File: src/rtl/rsp_pkg.sv
`timescale 1ns/1ps
package rsp_pkg;
  localparam int SYM_W = 10;
  localparam int NPAR  = 6;
  // low terms of x^10 + x^3 + 1
  localparam logic [SYM_W-1:0] FIELD_LOW = 10'h009;

  localparam logic [4:0] ADDR_CTRL = 5'd0;
  localparam logic [4:0] ADDR_CHK  = 5'd1;

  typedef logic [SYM_W-1:0] sym_t;
  typedef sym_t [NPAR:0]    gpoly_t;
  typedef sym_t [NPAR-1:0]  rem_t;

  function automatic sym_t gf_mul(sym_t a, sym_t b);
    sym_t acc;
    sym_t sh;
    acc = '0;
    sh  = a;
    for (int i = 0; i < SYM_W; i++) begin
      if (b[i]) acc = acc ^ sh;
      sh = sh[SYM_W-1] ? ({sh[SYM_W-2:0], 1'b0} ^ FIELD_LOW) : {sh[SYM_W-2:0], 1'b0};
    end
    return acc;
  endfunction

  // product of (x + alpha^r) for r = 0 .. NPAR-1
  function automatic gpoly_t gen_poly();
    gpoly_t g;
    sym_t   root;
    g    = '0;
    g[0] = sym_t'(1);
    root = sym_t'(1);
    for (int r = 0; r < NPAR; r++) begin
      for (int k = NPAR; k >= 1; k--) g[k] = g[k-1] ^ gf_mul(g[k], root);
      g[0] = gf_mul(g[0], root);
      root = gf_mul(root, sym_t'(2));
    end
    return g;
  endfunction
endpackage

File: src/rtl/rsp_lfsr.sv
`timescale 1ns/1ps
module rsp_lfsr
  import rsp_pkg::*;
(
  input  logic clk,
  input  logic rst_n,
  input  logic clr,
  input  logic step,
  input  sym_t sym,
  output rem_t rem,
  output rem_t rem_nxt
);
  localparam gpoly_t GEN = gen_poly();

  sym_t fb;
  assign fb = sym ^ rem[NPAR-1];

  for (genvar k = 0; k < NPAR; k++) begin : g_stage
    if (k == 0) begin : g_first
      assign rem_nxt[k] = gf_mul(fb, GEN[k]);
    end else begin : g_rest
      assign rem_nxt[k] = rem[k-1] ^ gf_mul(fb, GEN[k]);
    end
  end

  always_ff @(posedge clk or negedge rst_n) begin
    if (!rst_n)    rem <= '0;
    else if (clr)  rem <= '0;
    else if (step) rem <= rem_nxt;
  end


  hold_state_chk: assert property (@(posedge clk) disable iff (!rst_n)
    (!step && !clr) |=> $stable(rem));
endmodule

File: src/rtl/rsp_ctrl.sv
`timescale 1ns/1ps
module rsp_ctrl
  import rsp_pkg::*;
#(
  parameter int PAGE_BYTES = 512
) (
  input  logic clk,
  input  logic rst_n,
  input  logic ctrl_wr,
  input  logic wr_clr,
  input  logic wr_gen,
  input  logic wr_feed,
  input  logic in_valid,
  input  logic rem_nz,
  output logic in_ready,
  output logic step,
  output logic clr,
  output logic parity_phase,
  output logic gen_mode,
  output logic feed_en,
  output logic err
);
  localparam int CW = $clog2(PAGE_BYTES + NPAR + 1);
  localparam logic [CW-1:0] GEN_END = CW'(PAGE_BYTES);
  localparam logic [CW-1:0] CHK_END = CW'(PAGE_BYTES + NPAR);
  localparam logic [CW-1:0] CHK_LAST = CW'(PAGE_BYTES + NPAR - 1);

  logic [CW-1:0] cnt;
  logic full, last;

  assign full         = gen_mode ? (cnt >= GEN_END) : (cnt >= CHK_END);
  assign in_ready     = feed_en & ~full & ~ctrl_wr;
  assign step         = in_valid & in_ready;
  assign clr          = ctrl_wr & wr_clr;
  assign parity_phase = (cnt >= GEN_END);
  assign last         = step & ~gen_mode & (cnt == CHK_LAST);

  always_ff @(posedge clk or negedge rst_n) begin
    if (!rst_n) begin
      gen_mode <= 1'b0;
      feed_en  <= 1'b0;
      cnt      <= '0;
      err      <= 1'b0;
    end else if (ctrl_wr) begin
      gen_mode <= wr_gen;
      feed_en  <= wr_feed;
      if (wr_clr) begin
        cnt <= '0;
        err <= 1'b0;
      end
    end else if (step) begin
      cnt <= cnt + 1'b1;
      if (last) err <= rem_nz;
    end
  end


  cnt_bound_chk: assert property (@(posedge clk) disable iff (!rst_n)
    cnt <= CHK_END);

  cnt_hold_chk: assert property (@(posedge clk) disable iff (!rst_n)
    (!feed_en && !ctrl_wr) |=> ($stable(cnt) && $stable(err)));

  flag_rise_chk: assert property (@(posedge clk) disable iff (!rst_n)
    $rose(err) |-> $past(step));

  clear_chk: assert property (@(posedge clk) disable iff (!rst_n)
    clr |=> (cnt == '0 && !err));
endmodule

File: src/rtl/rsp_regbank.sv
`timescale 1ns/1ps
module rsp_regbank
  import rsp_pkg::*;
(
  input  rem_t        rem,
  input  logic        gen_mode,
  input  logic        feed_en,
  input  logic        err,
  input  logic [4:0]  addr,
  output logic [15:0] rdata
);
  localparam int RAW_W  = NPAR * SYM_W;
  localparam int NBYTES = (RAW_W + 7) / 8;
  localparam int PAD    = NBYTES * 8 - RAW_W;
  localparam int SEL_W  = $clog2(NBYTES);

  logic [RAW_W-1:0]    raw;
  logic [NBYTES*8-1:0] pk, ipk;
  logic [7:0]          plain_b [NBYTES];
  logic [7:0]          inv_b   [NBYTES];

  // highest-order coefficient in the lowest field
  for (genvar k = 0; k < NPAR; k++) begin : g_pack
    assign raw[SYM_W*k +: SYM_W] = rem[NPAR-1-k];
  end

  assign pk  = {{PAD{1'b1}}, raw};
  assign ipk = {{PAD{1'b1}}, ~raw};

  for (genvar b = 0; b < NBYTES; b++) begin : g_byte
    assign inv_b[b] = ipk[8*b +: 8];
    for (genvar t = 0; t < 8; t++) begin : g_bit
      assign plain_b[b][t] = pk[8*b + 7 - t];
    end
  end

  logic [7:0] sel;
  always_comb begin
    sel = 8'h00;
    if (addr == ADDR_CTRL)     sel = {1'b0, gen_mode, feed_en, 5'b0};
    else if (addr == ADDR_CHK) sel = {err, 7'b0};
    else if (addr[4:3] == 2'b01) sel = plain_b[addr[SEL_W-1:0]];
    else if (addr[4:3] == 2'b10) sel = inv_b[addr[SEL_W-1:0]];
  end
  assign rdata = {8'h00, sel};
endmodule

File: src/rtl/nand_rs_parity.sv
`timescale 1ns/1ps
module nand_rs_parity
  import rsp_pkg::*;
#(
  parameter int PAGE_BYTES = 512
) (
  input  logic        clk,
  input  logic        rst_n,
  input  logic        in_valid,
  output logic        in_ready,
  input  logic [9:0]  in_data,
  input  logic        reg_we,
  input  logic [4:0]  reg_addr,
  input  logic [7:0]  reg_wdata,
  output logic [15:0] reg_rdata
);
  logic ctrl_wr, step, clr, parity_phase, gen_mode, feed_en, err;
  sym_t sym;
  rem_t rem, rem_nxt;
  logic unused_wbits;

  assign ctrl_wr      = reg_we & (reg_addr == ADDR_CTRL);
  assign unused_wbits = ^reg_wdata[4:0];
  // every symbol is inverted; data bytes get zero upper bits
  assign sym = parity_phase ? ~in_data : {2'b00, ~in_data[7:0]};

  rsp_ctrl #(.PAGE_BYTES(PAGE_BYTES)) u_ctrl (
    .clk, .rst_n,
    .ctrl_wr,
    .wr_clr (reg_wdata[7]),
    .wr_gen (reg_wdata[6]),
    .wr_feed(reg_wdata[5]),
    .in_valid,
    .rem_nz (|rem_nxt),
    .in_ready, .step, .clr, .parity_phase, .gen_mode, .feed_en, .err
  );

  rsp_lfsr u_lfsr (
    .clk, .rst_n, .clr, .step, .sym, .rem, .rem_nxt
  );

  rsp_regbank u_regs (
    .rem, .gen_mode, .feed_en, .err, .addr(reg_addr), .rdata(reg_rdata)
  );
endmodule

File: config.mk
export PLATFORM = sky130hd
export DESIGN_NAME = nand_rs_parity
export DESIGN_NICKNAME = d
export VERILOG_FILES = /design/src/rtl/rsp_pkg.sv /design/src/rtl/rsp_lfsr.sv /design/src/rtl/rsp_ctrl.sv /design/src/rtl/rsp_regbank.sv /design/src/rtl/nand_rs_parity.sv
export SDC_FILE = /design/constraint.sdc
export NUM_CORES = 1
export LEC_CHECK = 0
export BUFFER_PORTS_ARGS = -buffer_cell sky130_fd_sc_hd__buf_4
export CAP_MARGIN = 10
export CORE_ASPECT_RATIO = 2
export CORE_MARGIN = 8
export CORE_UTILIZATION = 30
export DETAILED_ROUTE_END_ITERATION = 12
export PLACE_DENSITY_LB_ADDON = 0.3
export SLEW_MARGIN = 20
export SYNTH_ARGS = -nofsm -noshare
export SYNTH_HDL_FRONTEND = slang
export SYNTH_SLANG_ARGS = --single-unit
File: constraint.sdc
create_clock -name clk -period 2.75 [get_ports clk]
set_clock_uncertainty 0.15 [all_clocks]
set_input_delay 0.1375 -clock clk [delete_from_list [all_inputs] [get_ports clk]]
set_output_delay 0.1375 -clock clk [all_outputs]
set_load 0.01 [all_outputs]
==> flow_metrics.env <==
export IMPL_grt_pass1_wl_mm=33.74
export IMPL_rsz0062_at_grt="yes"
export IMPL_r2r_setup_slack_ns=-0.05
export IMPL_cts_sinks=73
export IMPL_worstPathMaxFanout=3
export IMPL_post_place_cells=976
export IMPL_gp_congestion=1.010
export IMPL_ant_nets=0
export IMPL_synth_edf_count=0
export IMPL_cp_cell_sequence="xnor2_4, xnor3_2, xor2_4, xnor2_2, xnor2_1, or3_4, a2111oi_4, a31oi_1"
export IMPL_antenna_found_initial=0
export IMPL_worst_pin_slew_ns=0.9928
export IMPL_startpoint="u_lfsr.rem[52]"
export IMPL_slew_violations=0
export IMPL_fin_ws_ns=-0.05339
export IMPL_vias=5150
export IMPL_dieArea_um2=24430
export IMPL_stdcell_area_um2=8050
export IMPL_coreArea_um2=19190
export IMPL_path_clk_slew_ns=0.06
export IMPL_cts_buffers=9
export IMPL_start_util_pct=30.40
export IMPL_stdcell_count=1016
export IMPL_io_pins=44
export IMPL_portBuffers=30
export IMPL_violations="setup timing"
export IMPL_netlist_area_um2=5833
export IMPL_endpoint="u_ctrl.err"
export IMPL_fmax_ghz=0.3567
export IMPL_grt_overflow=0
export IMPL_worstSetupEndpointType="flip-flop"
export IMPL_yosysSeqAreaShare_pct=31.32
export IMPL_place_area_um2=7222
export IMPL_ys_ff_latch=73
export IMPL_num_fill_cells=1807
export IMPL_htreeDepth=3
export IMPL_crit_required_ns=2.83
export IMPL_synthToLayoutAreaGrowth_pct=38.01
export IMPL_drt_iter0_drc=312
export IMPL_period_needed_ns=2.803
export IMPL_maxCapViolCount=0
export IMPL_start_kind="flip-flop"
export IMPL_drt_pass1_iter_count=5
export IMPL_grt_max_degree=74
export IMPL_mostFrequentLayoutCells="buf_4 (165), nand3_1 (73), xnor2_1 (71)"
export IMPL_dp_hpwl_mm=17.82
export IMPL_diodes=0
export IMPL_ff2ff_path_depth=8
export IMPL_tritoncts="built"
export IMPL_drc=0
export IMPL_setup_viol=1
export IMPL_clock_path_buffers=2
export IMPL_relSlewSlack_pct=33.82
export IMPL_clk_latency_ns=0.36
export IMPL_rr_endpoint="u_ctrl.err"
export IMPL_period_share_pct=101.9
export IMPL_drt_vias_per_instance=5.069
export IMPL_synth_cell_types=48
export IMPL_wl_per_cell_um=22.17
export IMPL_ys_warnings_count=0
export IMPL_final_common_cell="buf_4"
export IMPL_num_rows=72
export IMPL_avgSynthCellArea_um2=9.771
export IMPL_hold_class="in2reg"
export IMPL_seq_area_um2=1832
export IMPL_layout_nets=782
export IMPL_path_class="reg2reg"
export IMPL_multiInputGateArea_um2=4134
export IMPL_die_x_um=114.6
export IMPL_crit_arrival_ns=2.88
export IMPL_root_buffer="clkbuf_16"
export IMPL_first_global_vias=5416
export IMPL_reg2reg_from="u_lfsr.rem[52]"
export IMPL_slowest_stage="xnor3_2"
export IMPL_drive_gt1_share_pct=34.35
export IMPL_fp_dieH_um=213.2
export IMPL_wl_mm=22.52
export IMPL_netlist_instances=597
export IMPL_status="finished, violations left"
export IMPL_ys_flop_type="dfrtp_1"
export IMPL_track_usage_pct=19.42
export IMPL_finalHoldViolCount=0
export IMPL_ys_async_sr_fraction_pct=100.0
export IMPL_slowest_delay_ns=0.48
## worst min-delay path by stage
| stage | start | end | depth (start not counted) | slack (ns) |
|---|---|---|---|---|
| detailed placement | rst_n | u_ctrl.gen_mode | 1 | 0.20 |
| finish | reg_addr[0] | u_ctrl.feed_en | 4 | 0.1 |
| floorplan | rst_n | u_ctrl.cnt[0] | 0 | -0.31 |
| global placement | rst_n | u_lfsr.rem[56] | 1 | 0.20 |
| global route | reg_addr[0] | u_ctrl.feed_en | 4 | 0.13 |
| CTS | reg_addr[0] | u_ctrl.feed_en | 4 | 0.07 |
## cells by family (layout without fill, tap and decap cells)
logic type / Yosys count / count (layout) / share of synthesized area, %
xor+xnor: 161 / 161 / 31.75
compound gates: 110 / 110 / 10.68
other cells: 1 / 8 / 0.06429
flops: 73 / 73 / 31.32
mux: 24 / 24 / 6.735
fa+ha+maj: 3 / 3 / 0.6436
simple gates: 178 / 178 / 14.91
buf+inv: 47 / 200 / 3.904
## flip-flops by register name, summed over array words and instances (netlist names)
register,count
u_ctrl.gen_mode,1
u_lfsr.rem,60
u_ctrl.cnt,10
u_ctrl.err,1
u_ctrl.feed_en,1
## stage by stage
step	setup TNS [ns]	hold slack [ns]	utilization, %	setup WS [ns]
6_report	-0.05339	0.09957	41.95	-0.05339
2_1_floorplan	0	-0.3081	-	0.01318
5_1_grt	-0.1433	0.1258	41.95	-0.1433
3_5_place_dp	-0.3499	0.1990	37.64	-0.3499
3_3_place_gp	-0.3918	0.1978	37.64	-0.3668
4_1_cts	-0.04285	0.06736	41.07	-0.04285
## timing repair
item	CTS	global route
pin swaps	17	12
buffers inserted	14	6
resized for setup	31	19
hold endpoints to repair	75	0
endpoints found under the setup margin	1	1
hold buffers	5	0
## critical path, delay by kind of cell, from the launching register on
kind                      cells  cell delay [ns]
xor gates and xnor gates      5             1.18
and+or+nand+nor               1             0.38
AOI/OAI and AO/OA             2             0.52
DFF                           1             0.44
## layer usage
| layer | part of all wire [%] | global-route usage [%] |
|---|---|---|
| met2 | 54 | 35.73 |
| met1 | 32 | 17.72 |
| met5 | 0 | 0 |
| met4 | 9.9 | 17.94 |
| met3 | 3.7 | 3.003 |
## cell usage after synthesis (2+ instances only)
master	count	area (µm²)
buf_1	2	7.510
o22ai_1	3	18.77
xnor3_1	16	360.4
o31ai_1	4	30.03
xnor2_4	5	137.6
mux2_2	2	22.52
nor2_1	28	105.1
and3_1	5	31.28
o221ai_1	2	17.52
mux2i_1	10	100.1
nand3_1	74	370.4
xnor2_2	11	178.9
a31oi_1	6	37.54
xor3_1	2	47.55
dfrtp_1	73	1827
clkbuf_1	19	71.32
inv_1	5	18.77
and2_1	4	25.02
a211oi_1	2	15.01
nand2_1	32	120.1
nand2b_1	7	43.79
o21ai_0	69	345.3
ha_1	3	37.54
or3_1	2	12.51
xor2_1	38	332.8
nor4_1	4	25.02
or4_1	2	15.01
nor2b_1	2	12.51
buf_2	11	55.05
a211o_1	4	35.03
xnor2_1	87	762.0
nand4_1	4	25.02
xor2_2	2	32.53
nor3_1	10	50.05
mux4_2	12	270.3
a21oi_1	14	70.07
buf_4	10	75.07
## final cells by class
type / instances / share of cell area (%)
Multi-Input combinational cell: 484 / 51.35
Sequential cell: 73 / 22.75
Timing Repair Buffer: 179 / 17.81
Tap cell: 259 / 4.025
Clock buffer: 12 / 3.186
Clock inverter: 4 / 0.6372
Inverter: 5 / 0.2331
Power is not shown: default switching activity piles up to over one toggle a cycle in this logic, so the estimate is an artifact.
